--- config.mk ---
export PLATFORM = sky130hd
export DESIGN_NAME = can_bit_timer
export DESIGN_NICKNAME = d
export VERILOG_FILES = /design/src/rtl/can_bt_pkg.sv /design/src/rtl/can_bt_regs.sv /design/src/rtl/can_bt_presc.sv /design/src/rtl/can_bt_seq.sv /design/src/rtl/can_bt_sampler.sv /design/src/rtl/can_bit_timer.sv
export SDC_FILE = /design/constraint.sdc
export NUM_CORES = 1
export LEC_CHECK = 0
export ABC_AREA = 1
export BUFFER_PORTS_ARGS = -buffer_cell sky130_fd_sc_hd__buf_2
export CORE_AREA = 2 2 69 71
export CTS_CLUSTER_DIAMETER = 80
export CTS_CLUSTER_SIZE = 30
export DETAILED_ROUTE_END_ITERATION = 10
export DIE_AREA = 0 0 71 73
export GPL_TIMING_DRIVEN = 0
export PLACE_DENSITY = 0.78
export SYNTH_ARGS = -nofsm -noshare
export SYNTH_HDL_FRONTEND = slang
export SYNTH_HIERARCHICAL = 1
export SYNTH_SLANG_ARGS = --single-unit
--- constraint.sdc ---
create_clock -name clk_i -period 5.5 [get_ports clk_i]
set_input_delay 1.65 -clock clk_i [delete_from_list [all_inputs] [get_ports clk_i]]
set_output_delay 1.65 -clock clk_i [all_outputs]
set_load 0.05 [all_outputs]
--- src/rtl/can_bt_pkg.sv ---
package can_bt_pkg;
  typedef enum logic {SMP_SINGLE = 1'b0, SMP_TRIPLE = 1'b1} smp_mode_e;

  function automatic logic maj3(input logic a, input logic b, input logic c);
    return (a & b) | (a & c) | (b & c);
  endfunction
endpackage

--- src/rtl/can_bt_regs.sv ---
module can_bt_regs #(
  parameter int PRESC_W = 10,
  parameter int PH1_W   = 4,
  parameter int PH2_W   = 3
) (
  input  logic               clk_i,
  input  logic               rst_ni,
  input  logic               cfg_req_i,
  input  logic               bit_end_i,
  input  logic               wr_en_i,
  input  logic [PRESC_W-1:0] wr_presc_i,
  input  logic [PH1_W-1:0]   wr_ph1_i,
  input  logic [PH2_W-1:0]   wr_ph2_i,
  input  logic               wr_triple_i,
  output logic               cfg_ack_o,
  output logic [PRESC_W-1:0] presc_o,
  output logic [PH1_W-1:0]   ph1_o,
  output logic [PH2_W-1:0]   ph2_o,
  output can_bt_pkg::smp_mode_e mode_o
);
  import can_bt_pkg::*;

  always_ff @(posedge clk_i or negedge rst_ni) begin
    if (!rst_ni) begin
      cfg_ack_o <= 1'b1;
    end else if (cfg_ack_o && !cfg_req_i) begin
      cfg_ack_o <= 1'b0;
    end else if (!cfg_ack_o && cfg_req_i && bit_end_i) begin
      cfg_ack_o <= 1'b1;  // grant only on a bit boundary
    end
  end

  always_ff @(posedge clk_i or negedge rst_ni) begin
    if (!rst_ni) begin
      presc_o <= '0;
      ph1_o   <= '0;
      ph2_o   <= '0;
      mode_o  <= SMP_SINGLE;
    end else if (cfg_ack_o && wr_en_i) begin
      presc_o <= wr_presc_i;
      ph1_o   <= wr_ph1_i;
      ph2_o   <= wr_ph2_i;
      mode_o  <= smp_mode_e'(wr_triple_i);
    end
  end
endmodule

--- src/rtl/can_bt_presc.sv ---
module can_bt_presc #(
  parameter int PRESC_W = 10
) (
  input  logic               clk_i,
  input  logic               rst_ni,
  input  logic               run_i,
  input  logic [PRESC_W-1:0] presc_i,
  output logic               tick_o,
  output logic               first_o
);
  logic [PRESC_W-1:0] cnt_q;

  assign tick_o  = run_i && (cnt_q == presc_i);
  assign first_o = (cnt_q == '0);

  always_ff @(posedge clk_i or negedge rst_ni) begin
    if (!rst_ni)      cnt_q <= '0;
    else if (!run_i)  cnt_q <= '0;
    else if (tick_o)  cnt_q <= '0;
    else              cnt_q <= cnt_q + 1'b1;
  end
endmodule

--- src/rtl/can_bt_seq.sv ---
module can_bt_seq #(
  parameter int PH1_W = 4,
  parameter int PH2_W = 3
) (
  input  logic             clk_i,
  input  logic             rst_ni,
  input  logic             run_i,
  input  logic             tick_i,
  input  logic [PH1_W-1:0] ph1_i,
  input  logic [PH2_W-1:0] ph2_i,
  input  can_bt_pkg::smp_mode_e mode_i,
  output logic             first_o,
  output logic             bit_end_o,
  output logic             smp_tick_o
);
  import can_bt_pkg::*;

  localparam int MAX_Q = (2 ** PH1_W) + (2 ** PH2_W) + 1;
  localparam int Q_W   = $clog2(MAX_Q + 1);

  logic [Q_W-1:0]   q_cnt;
  logic [PH2_W-1:0] ph2_eff;
  logic [Q_W-1:0]   last_q;
  logic [Q_W-1:0]   smp_q;

  // triple sampling needs at least two phase-2 quanta
  assign ph2_eff = (mode_i == SMP_TRIPLE && ph2_i == '0) ? PH2_W'(1) : ph2_i;
  assign last_q  = Q_W'(ph1_i) + Q_W'(ph2_eff) + Q_W'(2);
  assign smp_q   = Q_W'(ph1_i) + Q_W'(1);

  assign first_o    = (q_cnt == '0);
  assign bit_end_o  = tick_i && (q_cnt == last_q);
  assign smp_tick_o = tick_i && (q_cnt == smp_q);

  always_ff @(posedge clk_i or negedge rst_ni) begin
    if (!rst_ni)         q_cnt <= '0;
    else if (!run_i)     q_cnt <= '0;
    else if (bit_end_o)  q_cnt <= '0;
    else if (tick_i)     q_cnt <= q_cnt + 1'b1;
  end
endmodule

--- src/rtl/can_bt_sampler.sv ---
module can_bt_sampler (
  input  logic clk_i,
  input  logic rst_ni,
  input  logic tick_i,
  input  logic smp_tick_i,
  input  logic rx_i,
  input  can_bt_pkg::smp_mode_e mode_i,
  output logic sample_o,
  output logic bit_o
);
  import can_bt_pkg::*;

  logic [1:0] hist_q;  // rx at the two previous quantum ends

  always_ff @(posedge clk_i or negedge rst_ni) begin
    if (!rst_ni) begin
      hist_q   <= 2'b11;
      sample_o <= 1'b0;
      bit_o    <= 1'b1;
    end else begin
      sample_o <= smp_tick_i;
      if (tick_i) hist_q <= {hist_q[0], rx_i};
      if (smp_tick_i) begin
        bit_o <= (mode_i == SMP_TRIPLE) ? maj3(hist_q[1], hist_q[0], rx_i) : rx_i;
      end
    end
  end
endmodule

--- src/rtl/can_bit_timer.sv ---
module can_bit_timer #(
  parameter int PRESC_W = 10,
  parameter int PH1_W   = 4,
  parameter int PH2_W   = 3
) (
  input  logic               clk_i,
  input  logic               rst_ni,
  input  logic               cfg_req_i,
  output logic               cfg_ack_o,
  input  logic               wr_en_i,
  input  logic [PRESC_W-1:0] wr_presc_i,
  input  logic [PH1_W-1:0]   wr_ph1_i,
  input  logic [PH2_W-1:0]   wr_ph2_i,
  input  logic               wr_triple_i,
  output logic [PRESC_W-1:0] rd_presc_o,
  output logic [PH1_W-1:0]   rd_ph1_o,
  output logic [PH2_W-1:0]   rd_ph2_o,
  output logic               rd_triple_o,
  input  logic               rx_i,
  output logic               sample_o,
  output logic               bit_o,
  output logic               bit_start_o
);
  import can_bt_pkg::*;

  logic      run;
  logic      tick;
  logic      presc_first;
  logic      q_first;
  logic      bit_end;
  logic      smp_tick;
  smp_mode_e mode;

  assign run         = !cfg_ack_o;
  assign rd_triple_o = (mode == SMP_TRIPLE);
  assign bit_start_o = run && presc_first && q_first;

  can_bt_regs #(.PRESC_W(PRESC_W), .PH1_W(PH1_W), .PH2_W(PH2_W)) u_regs (
    .clk_i       (clk_i),
    .rst_ni      (rst_ni),
    .cfg_req_i   (cfg_req_i),
    .bit_end_i   (bit_end),
    .wr_en_i     (wr_en_i),
    .wr_presc_i  (wr_presc_i),
    .wr_ph1_i    (wr_ph1_i),
    .wr_ph2_i    (wr_ph2_i),
    .wr_triple_i (wr_triple_i),
    .cfg_ack_o   (cfg_ack_o),
    .presc_o     (rd_presc_o),
    .ph1_o       (rd_ph1_o),
    .ph2_o       (rd_ph2_o),
    .mode_o      (mode)
  );

  can_bt_presc #(.PRESC_W(PRESC_W)) u_presc (
    .clk_i   (clk_i),
    .rst_ni  (rst_ni),
    .run_i   (run),
    .presc_i (rd_presc_o),
    .tick_o  (tick),
    .first_o (presc_first)
  );

  can_bt_seq #(.PH1_W(PH1_W), .PH2_W(PH2_W)) u_seq (
    .clk_i      (clk_i),
    .rst_ni     (rst_ni),
    .run_i      (run),
    .tick_i     (tick),
    .ph1_i      (rd_ph1_o),
    .ph2_i      (rd_ph2_o),
    .mode_i     (mode),
    .first_o    (q_first),
    .bit_end_o  (bit_end),
    .smp_tick_o (smp_tick)
  );

  can_bt_sampler u_smp (
    .clk_i      (clk_i),
    .rst_ni     (rst_ni),
    .tick_i     (tick),
    .smp_tick_i (smp_tick),
    .rx_i       (rx_i),
    .mode_i     (mode),
    .sample_o   (sample_o),
    .bit_o      (bit_o)
  );
endmodule

==> metrics <==
PnR Total Power=1620 uW; Required @ worst endpoint=3850 ps; number of synthesized flops with an enable pin=0; CTS H-tree depth=2; Clock Sink Count=38; clock slew at reported path FFs=80 ps; Worst Hold Class=reg -> reg; sequential share of the synthesized area=37.5%; CTS tree=yes; Worst Hold Slack=477 ps; critical-path cell list=inv_2 -> ha_1 -> nand3_1 -> nor4_1 -> nand2_1 -> nor2_2 -> buf_2; # IOs=45; worst path arrival time=1840 ps; worst reg2reg path startpoint=u_regs/mode_o; Die Height=73 um; period utilization=63.5%; post-CTS resize count=0; Layout area overhead=16.7%; layout cells sized above 1=30.3%; DRT iter0 DRCs=144; DIE AREA=5180 sq um; Synth Register Bits=38; Max Cap Viol=0; f_max=0.286 GHz; WS Path Type=reg -> out; Clk Latency, worst-skew pair=290 ps; post-synthesis instance total=332; Worst Path Buf+Inv=2; outcome=finished, final reports clean; hold_buf cts=0; Congestion Overflow GR=0; NumNets Final=417; Setup Fix Bufs, Post-CTS=0; maximum VDD drop=345 uV; gr usage total=22.2%; first-pass GRT wire length=9240 um; vias=2189; Crit. End Element=output pin; antenna-violating nets left=0; syn_nets=367; Worst-Margin Slew=819 ps; row count=25; syn avg cell area=7.68 sq um; DP HPWL=3990 um; core area=4540 sq um; Syn Std Cell Area=2550 sq um; FILL cells=383; largest net degree at the start of global routing=39; CP delay by family, top=simple AND/OR/NAND/NOR gates; normalized max-slew margin=45.4%; Inserted Clock Buffers=5; Synth async-reset ratio=100%; Antenna Diode Count=0; Max Buffers Root-to-Sink=2; vias in the first global route=2080; PwrDens=544 nW/um^2; Cell variety after synth=33; Hold Startpoint=u_smp/bit_o; CTS Root Cell=clkbuf_8; Clock Skew=10.4 ps; fin. max-slew vios=0; die width=71 um; routability cong.=0.875; Final TNS setup=0 ps; RSZ-0062 raised after global routing=false; LEAKAGE=0.00161 uW; fin area=2980 sq um; Critical Path Fanout Max=4; origin of the worst setup path=u_presc/cnt_q[0]; initial antenna violation count=0; Hold Violations, Final=0; DR vias/cell=5.01; Final Setup Violations=0; DP Area=2830 sq um; CP max-delay cell=dfrtp_1; Routed WL=5310 um; Startpoint Class=flip-flop; WL per Instance=12.2 um; minimum clock period=3490 ps; DRT Pass-1 Iters=4; starting density of the core=56.2%; yosys warns=6; DRC Markers=0; largest stage delay on the critical path=440 ps; I/O Buffers=43; Top FF cell, synth=dfrtp_1
[Yosys cell counts (all sizes together) (2+ instances only)]
cell type    n  area [sq um]
or2          4          27.5
buf          6          68.8
nand2      121           502
clkbuf       2          30.0
nand4        7          43.8
xor2         8          70.1
nand3       34           225
ha          11           138
nor2        35           169
dfstp        4           105
xnor2        5          43.8
dfrtp       34           851
inv         48           180
o21ai        5          28.8
[kinds of logic after synthesis]
group	count (synthesis)	share of synthesized area, %
buffers and inverters	56	10.9
DFF	38	37.5
xor gates and xnor gates	13	4.47
AOI/OAI and AO/OA	10	2.55
and+or+nand+nor	203	38.4
adders and majority gates	12	6.18
[sequential cells by signal (all words and copies together), names as in the netlist]
signal and cells:
u_presc/cnt_q 10, u_regs/cfg_ack_o 1, u_regs/mode_o 1, u_regs/ph1_o 4, u_regs/ph2_o 3, u_regs/presc_o 10, u_seq/q_cnt 5, u_smp/bit_o 1
u_smp/hist_q 2, u_smp/sample_o 1
[routing by layer]
| layer | wire length [um] | GRT usage [%] | vias up |
|---|---|---|---|
| li1 | - | - | 1121 |
| met5 | 0 | 0 | - |
| met4 | 32 | 5.87 | 0 |
| met3 | 226 | 4.42 | 2 |
| met2 | 2530 | 37.1 | 53 |
| met1 | 2520 | 29.7 | 1013 |
[worst register-to-register path, cell delays in order, from the launching register on]
cell     delay (ps)
dfrtp_1         450
a31o_2          290
ha_1            190
ha_1            210
fa_1            520
inv_1            50
nand2_1          50
nand2_1          40
nor2_1           70
nand2_1          70
nor2_2           90
nand2_2         100
inv_1            70
nor2_1           40
nor2_1           80
[layout make-up]
class	count	area [sq um]	share of cell area (%)
Clock buffer	6	82.6	2.78
Timing Repair Buffer	43	215	7.23
Inverter	48	180	6.06
Multi-Input combinational cell	238	1320	44.2
Buffer	8	98.8	3.32
Clock inverter	2	60.1	2.02
Tap cell	54	67.6	2.27
Sequential cell	38	956	32.1
[cells in the final DEF (no fill, tap or decap)]
cell,count
a21boi_0,1
a21oi_1,1
a22oi_1,1
a31o_2,1
buf_12,1
buf_2,43
buf_4,2
buf_6,3
bufinv_16,2
clkbuf_16,1
clkbuf_2,1
clkbuf_8,6
dfrtp_1,34
dfstp_2,4
fa_1,1
ha_1,11
inv_1,41
inv_2,7
nand2_1,106
nand2_2,13
nand2_4,2
nand3_1,23
nand3_2,11
nand4_1,7
nor2_1,20
nor2_2,15
nor3_1,1
nor4_1,1
o21a_1,1
o21ai_0,4
o21ai_2,1
or2_1,1
or2_2,2
or2_4,1
xnor2_1,5
xor2_1,8
[per-stage QoR]
step,util (%),instances,setup slack [ps]
global route,65.6,437,1830
detailed placement,62.5,429,2340
floorplan,-,332,2460
CTS,65.6,437,1990
finish,65.6,437,2010
global placement,62.5,429,2340
[worst paths after layout]
check                              endpoint  depth (start not counted)  slack [ps]
max in group asynchronous     u_regs/mode_o                          1        3530
hold reg to reg                 u_smp/bit_o                          2         480
setup reg to reg           u_regs/cfg_ack_o                         14        3140
setup / recovery                bit_start_o                          7        2010
min in group asynchronous  u_presc/cnt_q[3]                          1        1450
hold / removal                  u_smp/bit_o                          2         480
[power breakdown]
| part | leakage [uW] | switching, uW | internal [uW] |
|---|---|---|---|
| Combinational | 0.00106 | 544 | 280 |
| Sequential | 0.000486 | 124 | 383 |
| Clock | 0.0000714 | 95.9 | 193 |
No activity file was read; power rests on OpenSTA's default activity.
